===== src/rtl/brp_pkg.sv =====
package brp_pkg;
    localparam int ADDR_W = 5;
    localparam int DATA_W = 8;
    localparam int NREG   = 1 << ADDR_W;
    localparam int BIT_W  = $clog2(DATA_W);
    localparam int CNT_W  = 2;
    localparam int OFS_W  = 13;
    localparam int OFS_HI_W = OFS_W - DATA_W;

    localparam logic [ADDR_W-1:0] CTRL_ADDR  = 5'h00;
    localparam logic [ADDR_W-1:0] SENSE_ADDR = 5'h05;
    localparam logic [ADDR_W-1:0] GAP_LO     = 5'h18;
    localparam logic [ADDR_W-1:0] GAP_HI     = 5'h1B;
    localparam logic [ADDR_W-1:0] OFS_A_LO   = 5'h1C;
    localparam logic [ADDR_W-1:0] OFS_A_HI   = 5'h1D;
    localparam logic [ADDR_W-1:0] OFS_B_LO   = 5'h1E;
    localparam logic [ADDR_W-1:0] OFS_B_HI   = 5'h1F;

    typedef enum logic [1:0] {PH_CMD, PH_DATA, PH_DONE} phase_e;

    typedef struct packed {
        logic              rnw;
        logic [CNT_W-1:0]  cnt;
        logic [ADDR_W-1:0] addr;
    } instr_t;

    typedef struct packed {
        logic rise;
        logic fall;
        logic sel;
        logic din;
    } pin_ev_t;

    typedef struct packed {
        logic              en;
        logic [ADDR_W-1:0] addr;
        logic [DATA_W-1:0] data;
    } wr_t;

    function automatic logic is_gap(input logic [ADDR_W-1:0] a);
        return (a >= GAP_LO) && (a <= GAP_HI);
    endfunction

    function automatic logic is_stored(input logic [ADDR_W-1:0] a);
        return (a != SENSE_ADDR) && !is_gap(a);
    endfunction
endpackage


===== src/rtl/brp_pins.sv =====
module brp_pins
    import brp_pkg::*;
(
    input  logic    clk,
    input  logic    rst,
    input  logic    sclk,
    input  logic    csn,
    input  logic    sdi,
    output pin_ev_t ev
);
    logic sclk_s, sclk_q, csn_s, sdi_s;

    always_ff @(posedge clk) begin
        if (rst) begin
            sclk_s <= 1'b0;
            sclk_q <= 1'b0;
            csn_s  <= 1'b1;
            sdi_s  <= 1'b0;
        end else begin
            sclk_s <= sclk;
            sclk_q <= sclk_s;
            csn_s  <= csn;
            sdi_s  <= sdi;
        end
    end

    always_comb begin
        ev.sel  = ~csn_s;
        ev.rise = sclk_s & ~sclk_q & ~csn_s;
        ev.fall = ~sclk_s & sclk_q & ~csn_s;
        ev.din  = sdi_s;
    end
endmodule


===== src/rtl/brp_frame.sv =====
module brp_frame
    import brp_pkg::*;
(
    input  logic              clk,
    input  logic              rst,
    input  pin_ev_t           ev,
    input  logic              four_wire,
    input  logic [DATA_W-1:0] rd_byte,
    output wr_t               wr,
    output logic [ADDR_W-1:0] rd_addr,
    output logic              dout,
    output logic              drv_en,
    output logic              tail_low
);
    localparam logic [BIT_W-1:0] LAST_BIT = BIT_W'(DATA_W - 1);

    phase_e            phase;
    logic [BIT_W-1:0]  bit_cnt;
    logic [CNT_W-1:0]  byte_cnt;
    instr_t            ins;
    logic [DATA_W-2:0] shin;
    logic [DATA_W-1:0] shout;
    logic [DATA_W-1:0] full_byte;
    logic              byte_step;

    assign full_byte = {shin, ev.din};
    assign byte_step = ev.rise && (phase == PH_DATA) && (bit_cnt == LAST_BIT);

    always_ff @(posedge clk) begin
        if (rst) begin
            phase    <= PH_CMD;
            bit_cnt  <= '0;
            byte_cnt <= '0;
            ins      <= '0;
            shin     <= '0;
            shout    <= '0;
            drv_en   <= 1'b0;
            tail_low <= 1'b0;
        end else if (!ev.sel) begin
            phase    <= PH_CMD;
            bit_cnt  <= '0;
            drv_en   <= 1'b0;
            tail_low <= 1'b0;
        end else begin
            if (ev.rise) begin
                unique case (phase)
                    PH_CMD: begin
                        shin    <= {shin[DATA_W-3:0], ev.din};
                        bit_cnt <= bit_cnt + 1'b1;
                        if (bit_cnt == LAST_BIT) begin
                            ins      <= instr_t'(full_byte);
                            byte_cnt <= '0;
                            phase    <= PH_DATA;
                        end
                    end
                    PH_DATA: begin
                        shin    <= {shin[DATA_W-3:0], ev.din};
                        bit_cnt <= bit_cnt + 1'b1;
                        if (bit_cnt == LAST_BIT) begin
                            ins.addr <= ins.addr - 1'b1;
                            byte_cnt <= byte_cnt + 1'b1;
                            if (byte_cnt == ins.cnt)
                                phase <= PH_DONE;
                        end
                    end
                    default: ;
                endcase
            end
            if (ev.fall) begin
                unique case (phase)
                    PH_DATA: begin
                        if (ins.rnw) begin
                            if (bit_cnt == '0) begin
                                shout  <= rd_byte;
                                drv_en <= 1'b1;
                            end else begin
                                shout <= {shout[DATA_W-2:0], 1'b0};
                            end
                        end
                    end
                    PH_DONE: begin
                        if (drv_en) begin
                            drv_en   <= 1'b0;
                            tail_low <= four_wire;
                        end
                    end
                    default: ;
                endcase
            end
        end
    end

    always_comb begin
        wr.en   = byte_step && !ins.rnw;
        wr.addr = ins.addr;
        wr.data = full_byte;
    end

    assign rd_addr = ins.addr;
    assign dout    = shout[DATA_W-1];

    // the read shift register moves only after a falling edge
    a_r4_shift_on_fall: assert property (@(posedge clk) disable iff (rst)
        !$stable(shout) |-> $past(ev.fall));

    // one decrement per finished byte, wrapping below zero
    a_r3_addr_step: assert property (@(posedge clk) disable iff (rst)
        byte_step |=> (ins.addr == $past(ins.addr) - 1'b1));

    // a released select frees both pins
    a_r8_release: assert property (@(posedge clk) disable iff (rst)
        !ev.sel |=> (!drv_en && !tail_low));

    // the data pin is only driven for read bursts
    a_r5_drive_read: assert property (@(posedge clk) disable iff (rst)
        drv_en |-> ins.rnw);

    // the low tail appears only in 4-wire mode
    a_r6_tail_4wire: assert property (@(posedge clk) disable iff (rst)
        tail_low |-> four_wire);
endmodule


===== src/rtl/brp_regfile.sv =====
module brp_regfile
    import brp_pkg::*;
(
    input  logic                   clk,
    input  logic                   rst,
    input  wr_t                    wr,
    input  logic [ADDR_W-1:0]      rd_addr,
    input  logic [DATA_W-1:0]      sense_byte,
    output logic [DATA_W-1:0]      rd_byte,
    output logic                   four_wire,
    output logic [OFS_W-1:0]       ofs_a,
    output logic [OFS_W-1:0]       ofs_b,
    output logic [NREG*DATA_W-1:0] reg_bus
);
    logic [DATA_W-1:0] mem [NREG];

    always_ff @(posedge clk) begin
        if (rst) begin
            for (int i = 0; i < NREG; i++) mem[i] <= '0;
            ofs_a <= '0;
            ofs_b <= '0;
        end else if (wr.en) begin
            for (int i = 0; i < NREG; i++) begin
                if (wr.addr == ADDR_W'(i) && is_stored(ADDR_W'(i)))
                    mem[i] <= wr.data;
            end
            if (wr.addr == OFS_A_LO) begin
                ofs_a <= {mem[OFS_A_HI][OFS_HI_W-1:0], wr.data};
                ofs_b <= {mem[OFS_B_HI][OFS_HI_W-1:0], mem[OFS_B_LO]};
            end
        end
    end

    always_comb begin
        if (rd_addr == SENSE_ADDR)
            rd_byte = sense_byte;
        else if (is_gap(rd_addr))
            rd_byte = '0;
        else
            rd_byte = mem[rd_addr];
    end

    assign four_wire = mem[CTRL_ADDR][0];

    for (genvar g = 0; g < NREG; g++) begin : g_bus
        assign reg_bus[g*DATA_W +: DATA_W] = mem[g];
    end

    // the active offsets move only after a write to the trigger address
    a_r7_shadow_trigger: assert property (@(posedge clk) disable iff (rst)
        (!$stable(ofs_a) || !$stable(ofs_b)) |-> $past(wr.en && wr.addr == OFS_A_LO));
endmodule


===== src/rtl/burst_reg_port.sv =====
module burst_reg_port
    import brp_pkg::*;
(
    input  logic                   clk,
    input  logic                   rst,
    input  logic                   sclk,
    input  logic                   csn,
    input  logic                   sdio_i,
    output logic                   sdio_o,
    output logic                   sdio_oe,
    output logic                   sdo_o,
    output logic                   sdo_oe,
    input  logic [7:0]             sense_byte,
    output logic [12:0]            ofs_a,
    output logic [12:0]            ofs_b,
    output logic [255:0]           reg_bus
);
    pin_ev_t           ev;
    wr_t               wr;
    logic [ADDR_W-1:0] rd_addr;
    logic [DATA_W-1:0] rd_byte;
    logic              four_wire, dout, drv_en, tail_low;

    brp_pins u_pins (
        .clk(clk), .rst(rst), .sclk(sclk), .csn(csn), .sdi(sdio_i), .ev(ev)
    );

    brp_frame u_frame (
        .clk(clk), .rst(rst), .ev(ev), .four_wire(four_wire),
        .rd_byte(rd_byte), .wr(wr), .rd_addr(rd_addr), .dout(dout),
        .drv_en(drv_en), .tail_low(tail_low)
    );

    brp_regfile u_regs (
        .clk(clk), .rst(rst), .wr(wr), .rd_addr(rd_addr),
        .sense_byte(sense_byte), .rd_byte(rd_byte), .four_wire(four_wire),
        .ofs_a(ofs_a), .ofs_b(ofs_b), .reg_bus(reg_bus)
    );

    assign sdio_o  = dout;
    assign sdio_oe = drv_en;
    assign sdo_o   = tail_low ? 1'b0 : dout;
    assign sdo_oe  = tail_low | (drv_en & four_wire);
endmodule


===== config.mk =====
export PLATFORM = sky130hd
export DESIGN_NAME = burst_reg_port
export DESIGN_NICKNAME = d
export VERILOG_FILES = /design/src/rtl/brp_pkg.sv /design/src/rtl/brp_pins.sv /design/src/rtl/brp_frame.sv /design/src/rtl/brp_regfile.sv /design/src/rtl/burst_reg_port.sv
export SDC_FILE = /design/constraint.sdc
export NUM_CORES = 1
export LEC_CHECK = 0
export BUFFER_PORTS_ARGS = -buffer_cell sky130_fd_sc_hd__buf_2
export CORE_MARGIN = 8
export CORE_UTILIZATION = 58
export DETAILED_ROUTE_END_ITERATION = 16
export PLACE_DENSITY = 0.85
export SLEW_MARGIN = 40
export SYNTH_ARGS = -nofsm -noshare
export SYNTH_HDL_FRONTEND = slang
export SYNTH_SLANG_ARGS = --single-unit

===== constraint.sdc =====
create_clock -name clk -period 5.4 [get_ports clk]
set_clock_uncertainty 0.15 [all_clocks]
set_input_delay 1.62 -clock clk [delete_from_list [all_inputs] [get_ports clk]]
set_output_delay 1.62 -clock clk [all_outputs]
set_load 0.02 [all_outputs]

* After elaboration in Yosys (flattened, before gate mapping)
Memories as Yosys holds them, arrays and structs flattened. A register that Yosys moved wholly into a read port is not among the register bits.
Index checks and enable logic that the tools add are counted.
** Word-level totals
- Memories kept :: 1
- Register bits after elaboration :: 49
- Output and inout bits :: 286
- Bits in writable memories :: 256
** Cells by class
- Multiplexer cells :: 156
- $lt $le $gt $ge :: 2
- Add/subtract/negate cells :: 3
- Bitwise gates (word level) :: 36
- Reduce and logical (&&, ||, !) cells :: 21
- Equality and inequality tests :: 36
** Memories
- u_regs.mem :: depth 32, bits a word 8, read ports 36, clocked after Yosys merged registers in 4, wr ports 32, line brp_regfile.sv:15 : logic [DATA_W-1:0] mem [NREG];
** Operator list (number)
- 8-bit two-way mux :: 30
- 1-bit two-way mux :: 113
- 5-bit == test, second input constant :: 12
- 5-bit by 4-bit == test with 1-bit output, second input constant :: 8
- 1-bit OR :: 28
- 5-bit by 3-bit == test with 1-bit output, second input constant :: 4
- 5-bit two-way mux :: 4
- 4-bit AND reduction :: 3
- 5-bit by 2-bit == test with 1-bit output, second input constant :: 2
- 2-bit two-way mux :: 5
- 5-bit one-hot mux with 2 select lines :: 1
- 5-bit AND reduction :: 2
- 2-bit one-hot mux with 2 select lines :: 2
- 2-bit != test, second input constant :: 3
- 3-bit AND reduction :: 2
- 1-bit AND :: 5
- 5-bit by 1-bit == test with 1-bit output, second input constant :: 1
- 5-bit greater-or-equal comparator, second input constant :: 1
- 5-bit <= comparator, second input constant :: 1
- 5-bit zero test :: 1
- 5-bit by 1-bit subtractor with 5-bit output, second input constant :: 1
- 1-bit logical AND :: 4
- 2-bit by 1-bit != test with 1-bit output, second input constant :: 2
- 2-bit AND reduction :: 2
- 13 further kinds :: 17

* Logic depth before layout (Yosys ltp)
Gate-level depths: netlist of run 1.
- Depth in word-level cells :: 10
- Depth in mapped cells :: 9

* Cells and area by module
Synthesis of run 1 repeated with hierarchy kept, for this count alone.
** Second synthesis, totals
- Cell total of the unflattened synthesis :: 991
- Area, all modules :: 12316.8 sq um
** Modules (own cells, without submodules)
- brp_regfile :: instances 1, sequential area each 7006.7 sq um, cells an instance 791, area each 10583.9 sq um
- brp_frame :: instances 1, sequential area each 640.6 sq um, cells an instance 186, area each 1587.8 sq um
- brp_pins :: instances 1, sequential area each 80.1 sq um, cells an instance 12, area each 131.4 sq um
- burst_reg_port :: instances 1, sequential area each 0.0 sq um, cells an instance 2, area each 13.8 sq um

* Least setup slack after synthesis of run 1
Ideal clock, no wire load.
- Path kind :: in2reg
- From :: input rst
- To :: memory u_regs.mem[2][0] (enable)
- Library setup time :: 334 ps
- Cell stages on the path :: 4
- Path slack :: 2257 ps
- Buffers on the path :: 3
- Arrival :: 2658 ps
- Required time :: 4916 ps
- Cell sequence :: clkbuf_1 clkbuf_1 clkbuf_1 nand2b_1
** RTL lines
- from (decl) :: line burst_reg_port.sv:5 : input logic rst,
- to (decl) :: line brp_regfile.sv:15

==> summary.md, run 1 <==
| Metric | Value |
|---|---|
| Final period utilization | 63.67% |
| Max-capacitance violation count | 0 |
| CP Launch Type | flop |
| Clk root buf | clkbuf_16 |
| R2R depth | 7 |
| Pre-Repair DR Iteration Count | 7 |
| Util after Layout | 68.63% |
| Fill cells | 1442 |
| Main synth FF type | edfxtp_1 |
| Setup WS post-layout | 1962 ps |
| Synth-to-layout area growth | 17.51% |
| Clk_lat worst skew | 550 ps |
| Post-placement setup slack | 1550 ps |
| Synth cell types | 63 |
| Hold buffers post-CTS | 0 |
| Final Hold Viols | 0 |
| CTS tree | yes |
| Wire per inst | 25.03 um |
| Ant diodes | 0 |
| Die W | 163.3 um |
| Fin nets | 1263 |
| Cell area after synthesis | 12590 um2 |
| EDFF count, synth | 216 |
| Initial antenna violation count | 0 |
| Post-route cell area | 14790 um2 |
| Fmax | 0.2908 GHz |
| Non-Filler Instances | 1540 |
| Layout cell share with drive strength beyond 1 | 30.63% |
| Initial drt markers | 1390 |
| Hold Path Stages | 2 |
| Sequential share of the synthesized area | 62.18% |
| Core area | 21550 um2 |
| Routed wire length | 38550 um |
| Post-route ant nets | 0 |
| Leak | 5.665 nW |
| Initial Utilization | 58.41% |
| Synth warn | 0 |
| Power Density | 320.1 nW/um2 |
| Post-synth ARST share | 0% |
| Largest cells by area after synthesis | edfxtp_1 (52%), dfxtp_1 (11%), mux4_2 (6.8%) |
| Flop2flop setup slack | 1960 ps |
| First-pass GRT wire length | 56640 um |
| Setup TNS | 0 ps |
| Number of remaining DRC errors | 0 |
| RSZ-0062 raised after global routing | false |
| Arrival @ worst endpoint | 3470 ps |
| Worst EP required | 5430 ps |
| Largest net degree at the start of global routing | 59 |
| Synth top cells by count | edfxtp_1 (216), nor2_1 (159), nand2_1 (103) |
| Vias | 9629 |
| Worst hold-check path type | flop to flop |
| Overflow after GRT | 0 |
| Final hold slack | 303.8 ps |
| Critical-path maximum fanout | 20 |
| Cell count after synthesis | 1015 |
| Die area | 26670 um2 |
| Status | complete, no violations |
| # H-tree levels | 1 |
| Row count | 54 |
| FF+latch count, synth | 283 |
| Gp weighted congestion | 0.9134 |
| Slew HR | 42.07% |
| # clock sinks | 283 |
| Biggest area consumer among synthesized cells | edfxtp_1 |
| Worst-path clk slew | 60 ps |
| Post-CTS resize count | 0 |
| Peak supply drop | 342.7 uV |
| Port bufs | 258 |
| CTS Buffer Depth | 3 |
| Most frequent cell after synthesis | edfxtp_1 |
| Synth top area share | 51.53% |
| Vias in the first global route | 9120 |
| Total GRT Usage | 27.86% |
| Cts bufs inserted | 28 |
| Slew @ Worst Pin | 868.9 ps |
| Post-CTS Setup Inserts | 0 |
| DIE HEIGHT | 163.3 um |
| Vias per cell | 6.253 |
| Final Power | 4.735 mW |
| DP Wirelength | 27460 um |
| Max-slew violations | 0 |
| Crit end category | flop |
| Final Setup Violations | 0 |
| Area after DPL | 13830 um2 |
| Cells after DPL | 1490 |
| Worst setup path category | flop to flop |
| Tmin final | 3438 ps |
| # IOs | 299 |
| Mean Syn Cell Area | 12.40 um2 |
## area by class of cell
cell class | count | area (um2) | share of cell area (%)
Timing Repair Buffer | 267 | 1384 | 9.355
Clock buffer | 31 | 711.9 | 4.813
Inverter | 18 | 67.56 | 0.4567
Multi-Input combinational cell | 642 | 4207 | 28.44
Tap cell | 280 | 350.3 | 2.368
Clock inverter | 19 | 237.7 | 1.607
Sequential cell | 283 | 7835 | 52.96
## report_power, final
| group | internal, mW | leakage, nW | total (mW) | switching (mW) |
|---|---|---|---|---|
| sequential | 2.40 | 2.77 | 2.44 | 0.0483 |
| combinational | 0.0680 | 2.43 | 0.264 | 0.196 |
| clock | 1.19 | 0.465 | 2.03 | 0.836 |
## logic make-up after synthesis
kind of cell               share of synthesized area [%]
and+or+nand+nor                                    14.06
DFF                                                62.18
muxes                                              10.24
xor gates and xnor gates                          0.2088
AOI/OAI and AO/OA                                  6.629
other                                            0.02979
adders and majority gates                         0.9939
buffers and inverters                              5.655
## sequential cells by signal, summed over array words and instances (netlist names), named ones only
| register | flops |
|---|---|
| u_frame.bit_cnt | 3 |
| u_pins.sclk_s | 1 |
| u_pins.sdi_s | 1 |
| u_regs.ofs_a | 13 |
| u_regs.ofs_b | 13 |
| u_pins.csn_s | 1 |
| u_frame.byte_cnt | 2 |
| u_frame.phase | 2 |
| u_frame.shout | 8 |
| u_frame.tail_low | 1 |
| u_pins.sclk_q | 1 |
| u_frame.ins | 3 |
| u_frame.rd_addr | 5 |
| u_regs.mem | 216 |
| u_frame.shin | 7 |
| u_frame.drv_en | 1 |
## critical path, stage by stage (launching register included)
cell      delay, ps
dfxtp_1         330
inv_1            90
ha_1            640
nand3b_1        290
or2_1           420
nor3_2          280
nand2_1         330
nand2b_1        560
## cells in the final DEF, fill, tap and decap left out, types with 6 or more instances in the layout
cell type / netlist / routed
nand3_1: 11 / 11
a21oi_1: 69 / 69
clkbuf_16: 0 / 28
a21o_1: 10 / 10
nand2_1: 103 / 102
o211ai_1: 6 / 6
dfxtp_1: 67 / 65
edfxtp_1: 216 / 216
nor2b_1: 10 / 9
nand2b_1: 30 / 28
buf_4: 49 / 7
a31oi_1: 7 / 7
o21ai_0: 15 / 15
buf_2: 11 / 258
nand2_2: 8 / 9
nor4_2: 6 / 6
mux2i_1: 41 / 41
inv_1: 18 / 18
conb_1: 1 / 40
nor2_1: 159 / 159
mux4_2: 38 / 38
ha_1: 10 / 10
## worst paths after layout
| check | startpoint | endpoint |
|---|---|---|
| setup / recovery | u_frame.phase[1]$_SDFFE_PP0P_ | u_regs.mem[4][5]$_SDFFCE_PN0P_ |
| hold / removal | u_regs.ofs_a[10]$_SDFFE_PP0P_ | u_regs.ofs_a[10]$_SDFFE_PP0P_ |
| setup reg to reg | u_frame.phase[1]$_SDFFE_PP0P_ | u_regs.mem[4][5]$_SDFFCE_PN0P_ |
| hold reg to reg | u_regs.ofs_a[10]$_SDFFE_PP0P_ | u_regs.ofs_a[10]$_SDFFE_PP0P_ |
## per-layer routing
metal / vias to the layer above / track usage, % / wire [um]
met5: - / 0 / 0
met4: 0 / 10.22 / 1439
met3: 116 / 6.074 / 5454
met2: 877 / 45.30 / 18620
met1: 4624 / 36.27 / 13030
li1: 4012 / - / -
Note: power is estimated with default switching activity, not from simulation.
==> run 2, diff against run 1 <==
ABC_AREA = 1   (was unset)
CORE_UTILIZATION = 54   (was 58)
PLACE_DENSITY = 0.8   (was 0.85)
clock period = 3.5 ns   (was 5.4 ns; I/O delays follow)
==> summary.md, run 2 <==
| Metric | Value |
|---|---|
| Status | complete, no violations |
| Max-capacitance violation count | 0 |
| R2r endpoint | u_regs.ofs_a[6]$_SDFFE_PP0P_ |
| Critical-path maximum fanout | 26 |
| Final Power | 7.381 mW |
| Synth-to-layout area growth | 17.96% |
| Xor/xnor cell area share of the yosys netlist | 0.1353% |
| Main synth FF type | edfxtp_1 |
| Die W | 170.8 um |
| Leak | 6.747 nW |
| Slowest CP cell | inv_2 |
| Post-CTS resize count | 0 |
| Post-synthesis mux area share | 0% |
| Most frequent cells in the layout | nand2_1 (414), buf_2 (258), nor2_1 (238) |
| Largest net degree at the start of global routing | 105 |
| CTS tree | yes |
| Crit end category | flop |
| Arrival @ worst endpoint | 3150 ps |
| Port bufs | 258 |
| RSZ-0062 raised after global routing | false |
| Routed wire length | 41710 um |
| Worst hold-check path type | flop to flop |
| Power Density | 483.5 nW/um2 |
| Worst path cell trace | ha_1, ha_1, inv_1, nor3_2, inv_2, nor2_2, nand2_1, inv_2, nor2_1, a21oi_1 |
| Cts bufs inserted | 29 |
| DP Wirelength | 29680 um |
| Slew @ Worst Pin | 821.9 ps |
| Peak supply drop | 403.5 uV |
| Sequential share of the synthesized area | 60.48% |
| Setup crit end | u_regs.ofs_a[6]$_SDFFE_PP0P_ |
| Setup TNS | 0 ps |
| Synth top area share | 50.12% |
| Largest family of logic cells by synthesized area | simple AND/OR/NAND/NOR gates |
| Worst EP required | 3800 ps |
| Cell area after synthesis | 12940 um2 |
| Fin nets | 1704 |
| Wire per inst | 20.63 um |
| Ant diodes | 0 |
| Overflow after GRT | 0 |
| Initial Utilization | 55.14% |
| Vias per cell | 5.593 |
| Vias | 11310 |
| Die area | 29180 um2 |
| Biggest register | u_regs.mem |
| Cell count after synthesis | 1441 |
| Worst setup path category | flop to flop |
| Post-synth ARST share | 0% |
| Adder-cell share of the synthesized area | 0.9667% |
| Largest cells by area after synthesis | edfxtp_1 (50%), nand2_1 (12%), dfxtp_1 (10%) |
| Tmin final | 2844 ps |
| Worst Setup SP | u_frame.bit_cnt[0]$_SDFFE_PP0P_ |
| Crit-path leading delay family | simple AND/OR/NAND/NOR gates |
| Crit path depth | 10 |
| Max-slew violations | 0 |
| Vias in the first global route | 10690 |
| Final period utilization | 81.27% |
| Simple-Gate Fraction of Synth Area | 26.01% |
| # IOs | 299 |
| CP Launch Type | flop |
| Pre-Repair DR Iteration Count | 5 |
| Flop2flop setup slack | 660 ps |
| Post-CTS Setup Inserts | 0 |
| Initial antenna violation count | 1 |
| Synth top cells by count | nand2_1 (414), nor2_1 (239), edfxtp_1 (216) |
| Fill cells | 1875 |
| Synth cell types | 36 |
| # H-tree levels | 1 |
| Non-Filler Instances | 2022 |
| Cells after DPL | 1969 |
| Largest regs | u_regs.mem: 216 flops, u_regs.ofs_a: 13 flops, u_regs.ofs_b: 13 flops |
| Initial drt markers | 1346 |
| Max FFs per register | 216 |
| Buffers plus inverters on the worst setup path | 3 |
| Hold buffers post-CTS | 0 |
| Worst r2r src | u_frame.bit_cnt[0]$_SDFFE_PP0P_ |
| Final Hold Viols | 0 |
| Slew HR | 44.87% |
| Synth warn | 0 |
| Fmax | 0.3516 GHz |
| Most frequent cell after synthesis | nand2_1 |
| Row count | 56 |
| CTS Buffer Depth | 3 |
| FF+latch count, synth | 283 |
| Clk root buf | clkbuf_16 |
| Total GRT Usage | 27.54% |
| DIE HEIGHT | 170.8 um |
| EDFF count, synth | 216 |
| Layout cell share with drive strength beyond 1 | 20.14% |
| Most common cell after layout, fill and taps aside | nand2_1 |
| Core area | 23470 um2 |
| Final Setup Violations | 0 |
| HP Start | u_pins.sclk_s$_SDFF_PP0_ |
| Biggest area consumer among synthesized cells | edfxtp_1 |
| Mean Syn Cell Area | 8.982 um2 |
| Number of remaining DRC errors | 0 |
| R2R depth | 10 |
| Max incr delay on CP | 500 ps |
| # clock sinks | 283 |
| Gp weighted congestion | 0.9804 |
| Compound-Gate Fraction of Synth Area | 3.761% |
| Post-route ant nets | 0 |
| Clk_lat worst skew | 550 ps |
| Worst-path clk slew | 70 ps |
| First-pass GRT wire length | 61750 um |
-- run 2: cell types whose count changed after synthesis, moves of 11 or more --
cell / delta
inv_1: +81
clkinv_1: +11
a21oi_1: -27
nand2b_1: -30
nand2_1: +311
o21ai_0: +13
nor2_1: +80
mux4_2: -38
nand3_1: +145
clkbuf_1: -27
mux2i_1: -41
-- run 2: worst min-delay path, stage by stage (launching register included) --
cell	delay, ps
dfxtp_1	320
inv_1	50
nor2_1	30
-- run 2: per-stage QoR --
stage          hold WS [ps]  util [%]  worst slack (ps)  area [um2]
2_1_floorplan         266.5         -             864.8       13090
3_3_place_gp          280.3     60.91             590.8       14300
3_5_place_dp          287.2     60.92             483.8       14300
4_1_cts               297.8     65.03             724.4       15260
5_1_grt               339.6     65.04             475.2       15270
6_report              293.2     65.04             655.5       15270
-- run 2: cell families (layout without fill, tap and decap cells) --
family	after synthesis	in the layout
compound gates	91	91
xor+xnor	2	2
fa+ha+maj	10	10
buf+inv	224	447
flops	283	283
other cells	1	40
simple gates	830	830
-- run 2: final cells by class --
class | count | area [um2] | area share, %
flip-flops and latches | 283 | 7833 | 51.30
multi-input cells | 973 | 4148 | 27.17
repair buffers | 279 | 1486 | 9.736
clock buffers | 33 | 740.7 | 4.852
inverters | 115 | 436.7 | 2.860
well taps | 319 | 399.1 | 2.614
clock inverters | 20 | 224.0 | 1.467
-- run 2: worst min-delay path by stage --
stage                                to  cells after the start  slack, ps
2_1_floorplan  u_pins.sclk_q$_SDFF_PP0_                      2        270
3_3_place_gp   u_pins.sclk_q$_SDFF_PP0_                      2        280
3_5_place_dp   u_pins.sclk_q$_SDFF_PP0_                      2        290
4_1_cts        u_pins.sclk_q$_SDFF_PP0_                      2        300
5_1_grt        u_pins.sclk_q$_SDFF_PP0_                      2        340
6_report       u_pins.sclk_q$_SDFF_PP0_                      2        290
-- run 2: layer usage --
metal	track usage [%]	wire length (um)	vias to the layer above
li1	-	-	5076
met1	34.88	15260	5309
met2	46.68	19970	823
met3	5.554	5201	102
met4	9.301	1274	0
met5	0	0	-
-- run 2: where the power goes --
group	internal [mW]	switching (mW)
sequential	3.70	0.0743
combinational	0.105	0.344
clock	1.88	1.28
